===== src/rtl/irq_unit_pkg.sv =====
package irq_unit_pkg;
  localparam int unsigned DEF_NUM_EVT = 9;
  localparam int unsigned DEF_REG_W   = 13;
  localparam int unsigned DEF_BUS_W   = 32;

  localparam int unsigned STB_ENA = 0;
  localparam int unsigned STB_DIS = 1;
  localparam int unsigned STB_CLR = 2;
  localparam int unsigned NUM_STB = 3;

  typedef enum logic [2:0] {
    SEL_ENA  = 3'd0,
    SEL_DIS  = 3'd1,
    SEL_MASK = 3'd2,
    SEL_STAT = 3'd3,
    SEL_RAW  = 3'd4
  } rd_sel_e;
endpackage


===== src/rtl/irq_mask_reg.sv =====
module irq_mask_reg #(
  parameter int unsigned REG_W = 13
) (
  input  logic             clk,
  input  logic             rst_n,
  input  logic [REG_W-1:0] set_vec,
  input  logic [REG_W-1:0] clr_vec,
  output logic [REG_W-1:0] mask_q
);
  // Clear wins over set for the same bit.
  always_ff @(posedge clk or negedge rst_n) begin
    if (!rst_n) mask_q <= '0;
    else        mask_q <= (mask_q | set_vec) & ~clr_vec;
  end

  // set bits that are not cleared become visible after the edge.
  assert_mask_set_R2: assert property (@(posedge clk) disable iff (!rst_n)
    (|(set_vec & ~clr_vec)) |=> ((mask_q & $past(set_vec & ~clr_vec)) == $past(set_vec & ~clr_vec)));

  // cleared bits are zero after the edge, even if set in the same cycle.
  assert_mask_clr_R3: assert property (@(posedge clk) disable iff (!rst_n)
    (|clr_vec) |=> ((mask_q & $past(clr_vec)) == '0));

  // bits untouched by either vector keep their value.
  assert_mask_hold_R2: assert property (@(posedge clk) disable iff (!rst_n)
    1'b1 |=> (((mask_q ^ $past(mask_q)) & ~$past(set_vec | clr_vec)) == '0));
endmodule


===== src/rtl/irq_status_reg.sv =====
module irq_status_reg #(
  parameter int unsigned NUM_EVT = 9,
  parameter int unsigned REG_W   = 13
) (
  input  logic               clk,
  input  logic               rst_n,
  input  logic [NUM_EVT-1:0] evt_pulse,
  input  logic [REG_W-1:0]   mask,
  input  logic [REG_W-1:0]   clr_vec,
  output logic [REG_W-1:0]   sts_q
);
  localparam logic [REG_W-1:0] LIVE_BITS = REG_W'((64'd1 << NUM_EVT) - 64'd1);

  logic [REG_W-1:0] evt_ext;
  logic [REG_W-1:0] hit;

  always_comb begin
    evt_ext = '0;
    evt_ext[NUM_EVT-1:0] = evt_pulse;
    hit = evt_ext & mask & LIVE_BITS;
  end

  // A set from an unmasked event wins over a same-cycle clear.
  always_ff @(posedge clk or negedge rst_n) begin
    if (!rst_n) sts_q <= '0;
    else        sts_q <= (sts_q & ~clr_vec) | hit;
  end

  // a newly set status bit had its mask bit set before the edge.
  assert_gate_R5: assert property (@(posedge clk) disable iff (!rst_n)
    1'b1 |=> ((sts_q & ~$past(sts_q) & ~$past(mask)) == '0));

  // set has priority over clear.
  assert_set_wins_R6: assert property (@(posedge clk) disable iff (!rst_n)
    (|hit) |=> ((sts_q & $past(hit)) == $past(hit)));

  // a clear with no competing event empties the bit.
  assert_clear_R6: assert property (@(posedge clk) disable iff (!rst_n)
    (|(clr_vec & ~hit)) |=> ((sts_q & $past(clr_vec & ~hit)) == '0));

  // a set bit stays set unless it is cleared.
  assert_sticky_R10: assert property (@(posedge clk) disable iff (!rst_n)
    1'b1 |=> ((($past(sts_q) & ~$past(clr_vec)) & ~sts_q) == '0));
endmodule


===== src/rtl/irq_read_mux.sv =====
module irq_read_mux
  import irq_unit_pkg::*;
#(
  parameter int unsigned NUM_EVT = 9,
  parameter int unsigned REG_W   = 13,
  parameter int unsigned BUS_W   = 32
) (
  input  logic [2:0]         rd_sel,
  input  logic [REG_W-1:0]   mask,
  input  logic [REG_W-1:0]   sts,
  input  logic [NUM_EVT-1:0] live_cond,
  output logic [BUS_W-1:0]   rd_data
);
  logic [REG_W-1:0] img;

  always_comb begin
    img = '0;
    case (rd_sel_e'(rd_sel))
      SEL_MASK: img = mask;
      SEL_STAT: img = sts;
      SEL_RAW:  img[NUM_EVT-1:0] = live_cond;
      default:  img = '0;   // enable, disable and unused selectors
    endcase
    rd_data = '0;
    rd_data[REG_W-1:0] = img;
  end
endmodule


===== src/rtl/irq_ctrl_unit.sv =====
module irq_ctrl_unit
  import irq_unit_pkg::*;
#(
  parameter int unsigned NUM_EVT = DEF_NUM_EVT,
  parameter int unsigned REG_W   = DEF_REG_W,
  parameter int unsigned BUS_W   = DEF_BUS_W
) (
  input  logic               clk,
  input  logic               rst_n,
  input  logic [NUM_STB-1:0] wr_stb,
  input  logic [BUS_W-1:0]   wr_data,
  input  logic [NUM_EVT-1:0] evt_pulse,
  input  logic [NUM_EVT-1:0] live_cond,
  input  logic [2:0]         rd_sel,
  output logic [BUS_W-1:0]   rd_data,
  output logic               irq
);
  logic [REG_W-1:0] wr_img;
  logic [REG_W-1:0] set_vec, dis_vec, clr_vec;
  logic [REG_W-1:0] mask_q, sts_q;
  logic             irq_q;

  // Upper write bits are dropped here.
  assign wr_img  = wr_data[REG_W-1:0];
  assign set_vec = wr_stb[STB_ENA] ? wr_img : '0;
  assign dis_vec = wr_stb[STB_DIS] ? wr_img : '0;
  assign clr_vec = wr_stb[STB_CLR] ? wr_img : '0;

  irq_mask_reg #(.REG_W(REG_W)) u_mask (
    .clk     (clk),
    .rst_n   (rst_n),
    .set_vec (set_vec),
    .clr_vec (dis_vec),
    .mask_q  (mask_q)
  );

  irq_status_reg #(.NUM_EVT(NUM_EVT), .REG_W(REG_W)) u_status (
    .clk       (clk),
    .rst_n     (rst_n),
    .evt_pulse (evt_pulse),
    .mask      (mask_q),
    .clr_vec   (clr_vec),
    .sts_q     (sts_q)
  );

  irq_read_mux #(.NUM_EVT(NUM_EVT), .REG_W(REG_W), .BUS_W(BUS_W)) u_rd (
    .rd_sel    (rd_sel),
    .mask      (mask_q),
    .sts       (sts_q),
    .live_cond (live_cond),
    .rd_data   (rd_data)
  );

  always_ff @(posedge clk or negedge rst_n) begin
    if (!rst_n) irq_q <= 1'b0;
    else        irq_q <= |(sts_q & mask_q);
  end
  assign irq = irq_q;

  // irq rises only after an enabled status bit was present.
  assert_irq_rise_R7: assert property (@(posedge clk) disable iff (!rst_n)
    $rose(irq_q) |-> $past(|(sts_q & mask_q)));

  // irq falls only after no enabled status bit remained.
  assert_irq_fall_R7: assert property (@(posedge clk) disable iff (!rst_n)
    $fell(irq_q) |-> !$past(|(sts_q & mask_q)));

  // read bits above the register image are zero.
  assert_rd_upper_R9: assert property (@(posedge clk) disable iff (!rst_n)
    (rd_data >> REG_W) == '0);
endmodule


===== config.mk =====
export PLATFORM = sky130hd
export DESIGN_NAME = irq_ctrl_unit
export DESIGN_NICKNAME = d
export VERILOG_FILES = /design/src/rtl/irq_unit_pkg.sv /design/src/rtl/irq_mask_reg.sv /design/src/rtl/irq_status_reg.sv /design/src/rtl/irq_read_mux.sv /design/src/rtl/irq_ctrl_unit.sv
export SDC_FILE = /design/constraint.sdc
export NUM_CORES = 1
export LEC_CHECK = 0
export BUFFER_PORTS_ARGS = -buffer_cell sky130_fd_sc_hd__buf_2
export CORE_MARGIN = 2
export CORE_UTILIZATION = 48
export CTS_BUF_LIST = sky130_fd_sc_hd__clkbuf_16
export DETAILED_ROUTE_END_ITERATION = 8
export HOLD_SLACK_MARGIN = 0.02
export PLACE_DENSITY = 0.85
export SYNTH_ARGS = -nofsm -noshare
export SYNTH_HDL_FRONTEND = slang
export SYNTH_HIERARCHICAL = 1
export SYNTH_SLANG_ARGS = --single-unit

===== constraint.sdc =====
create_clock -name clk -period 2.85 [get_ports clk]
set_input_delay 0.1425 -clock clk [delete_from_list [all_inputs] [get_ports clk]]
set_output_delay 0.1425 -clock clk [all_outputs]
set_load 0.03 [all_outputs]

==> summary.md <==
| Metric | Value |
|---|---|
| Total Routing Usage GR | about 18% |
| R2R Path Start | u_mask/mask_q[5]$_DFF_PN0_ |
| Max-slew violation count | 0 |
| Cts repair resizes | 0 |
| Critical path data arrival time | around 1.3 ns |
| Share of layout cells above drive strength 1 | between 20% and 30% |
| Period utilization | ~50% |
| Fmax | between 700 and 800 MHz |
| IO buf count | between 50 and 60 |
| Final Hold Violating Endpoints | 0 |
| Ant diodes | 0 |
| Layout net count | ~280 |
| Residual DRC count | 0 |
| Setup violations, final | 0 |
| Worst-path maximum fanout | 14 |
| CTS root buf | clkbuf_16 |
| YS warnings | 6 |
| Final Skew | 0.001166 ns |
| FF+latch count, synth | 27 |
| Worst hold path stage count | 3 |
| Unique cell type count in the Yosys netlist | 21 |
| Slew margin rel. | about three fifths |
| H-tree depth | 1 |
| Crit Reg-Reg Endpoint | irq$_DFF_PN0_ |
| Final WL | ~3.4 mm |
| Vias in the first global route | 1194 |
| FP Rows | 21 |
| R2R Setup Slk | between 1.5 and 2 ns |
| Largest net degree at the start of global routing | 28 |
| DRT Pass-1 Iters | 5 |
| Layout Cells excl Fill | 268 |
| WS Path Type | in -> out |
| Placed Cells | around 260 |
| TritonCTS buffer count | 3 |
| Post-Syn Instances | 172 |
| Crit-path cells | buf_2 -> nor3b_4 -> o2bb2ai_1 -> buf_2 |
| Share of the synthesized area in the top cell type | between 30% and 40% |
| Status | finished, final reports clean |
| CTS tree | built |
| Most common cell after layout, fill and taps aside | buf_2 |
| Worst vdd ir | around 0.00024 V |
| Area of the core | approximately 3400 sq um |
| PD cells | roughly 520 nW/um^2 |
| Syn Area/Cell | 9.981 sq um |
| Routed vias/inst | around 4.8 |
| Post-DP HPWL | 2.510 mm |
| Req. time, crit path | 2.71 ns |
| Min-delay worst type | in -> reg |
| Min-Delay Endpoint | u_status/sts_q[2]$_DFF_PN0_ |
| Vias | approximately 1300 |
| Register-to-Register Path Depth | 2 |
| P_leak | approximately 1.1 nW |
| CP startpoint kind | primary input |
| Antenna violations before repair | 0 |
| # IOs | about 90 |
| Most frequent cells in the layout | buf_2, and2_1, dfrtp_1 |
| Sinks on Clock Net | 27 |
| Hold wc startpoint | evt_pulse[2] |
| WL/cell | roughly 13 um |
| Syn Std Cell Area | between 1500 and 2000 sq um |
| Final min period | between 1 and 1.5 ns |
| CTS Buffer Depth | 2 |
| Final ANT Viol Nets | 0 |
| Finished Core Util | 59.25% |
| Reg clk slew, reported paths | roughly 0.06 ns |
| Total negative slack | 0 ns |
| CP dominant cell by count | buf_2 |
| CP max stage delay | approximately 0.5 ns |
| Die H | roughly 64 um |
| Initial DRC Count | 32 |
| Starting density of the core | 50.65% |
| Register area share after synthesis | slightly below 40% |
| GPL Wtd Cong | roughly 0.77 |
| Max-cap violations | 0 |
| Measured slew at the worst slew-check pin | 0.5974 ns |
| CP Capture Type | output port |
| Grt total ovfl | 0 |
| Global-route wire length before repair | between 5 and 6 mm |
| Later-pin clock latency in the skew report | about 0.26 ns |
| Die Area | between 4000 and 5000 sq um |
| Horiz. Die Dim | 63.80 um |
| Synth area leaders | dfrtp_1, and2_1, buf_4 |
| Synth area leader | dfrtp_1 |
| Area grow syn2layout | 16.98% |
| Worst-path cell with the longest stage delay | nor3b_4 |
| RSZ-0062 raised after global routing | no |
logic make-up (layout without fill, tap and decap cells):
logic type	after synthesis	count (layout)	synth area share, %
multiplexers	13	13	7.580
flip-flops	27	27	39.36
other	1	19	0.2184
AND/OR/NAND/NOR	60	60	20.70
buffers and inverters	34	66	12.61
AO/OA/AOI/OAI	37	37	19.53
synthesized netlist by cell type (all sizes together):
library cell   n
nor2           4
conb           1
buf           23
and2          39
o2bb2ai        9
inv            9
a22oi          5
o21ai          9
nand2b         1
nor2b          4
dfrtp         27
a222oi         1
nor3b          1
and3           1
nand2          9
o21ba         13
mux2i         13
clkbuf         2
nand4          1
state kept, by name (all words and copies together), names as in the netlist:
register,cells
u_mask/mask_q,13
u_status/sts_q,13
irq,1
worst max path at each step:
stage	cells past startpoint	from	end	slack [ns]
2_1_floorplan	4	rd_sel[0]	rd_data[3]	1.70
3_5_place_dp	4	rd_sel[0]	rd_data[7]	1.38
5_1_grt	4	rd_sel[0]	rd_data[0]	1.31
3_3_place_gp	4	rd_sel[0]	rd_data[7]	1.38
6_report	4	rd_sel[0]	rd_data[7]	1.43
4_1_cts	4	rd_sel[0]	rd_data[7]	1.39
power by group:
group	switching, mW	internal, mW
logic	0.151	0.106
clock network	0.124	0.188
registers	0.0389	0.428
total	0.314	0.722
per-stage QoR:
stage | power, mW | hold slack [ns] | setup WS (ns) | area, sq um
after floorplan | 0.6741 | -0.1531 | 1.703 | 1784
after global placement | 0.7244 | 0.1734 | 1.376 | 1919
after detailed placement | 0.7308 | 0.1828 | 1.384 | 1919
after CTS | 1.043 | 0.08321 | 1.387 | 2008
after global routing | 1.085 | 0.09306 | 1.310 | 2008
final | 1.036 | 0.08431 | 1.426 | 2008
critical path: cells and delay by family:
family	cells	cell delay, ns
simple gates	1	0.50
buf+inv	2	0.47
compound gates	1	0.17
routing by layer:
metal / vias to the layer above / track usage [%] / part of all wire (%)
met5: - / 0 / 0
met4: 0 / 4.891 / 1.1
met3: 4 / 2.993 / 5.4
met2: 45 / 31.12 / 50
met1: 587 / 21.74 / 43
li1: 637 / - / -
timing repair:
| action | CTS | global route |
|---|---|---|
| hold endpoints to repair | 27 | 0 |
| buffers inserted | 0 | 0 |
| hold buffers | 1 | 0 |
| setup endpoints to repair | 0 | 0 |
final cells by class:
class                   count  area (sq um)
clock buffers               3         75.07
fillers                   305          1381
flip-flops and latches     27         675.6
inverters                   9         33.78
clock inverters             1         3.754
repair buffers             53         270.3
well taps                  46         57.56
multi-input cells         129         892.1
(Power assumes the default switching activity.)
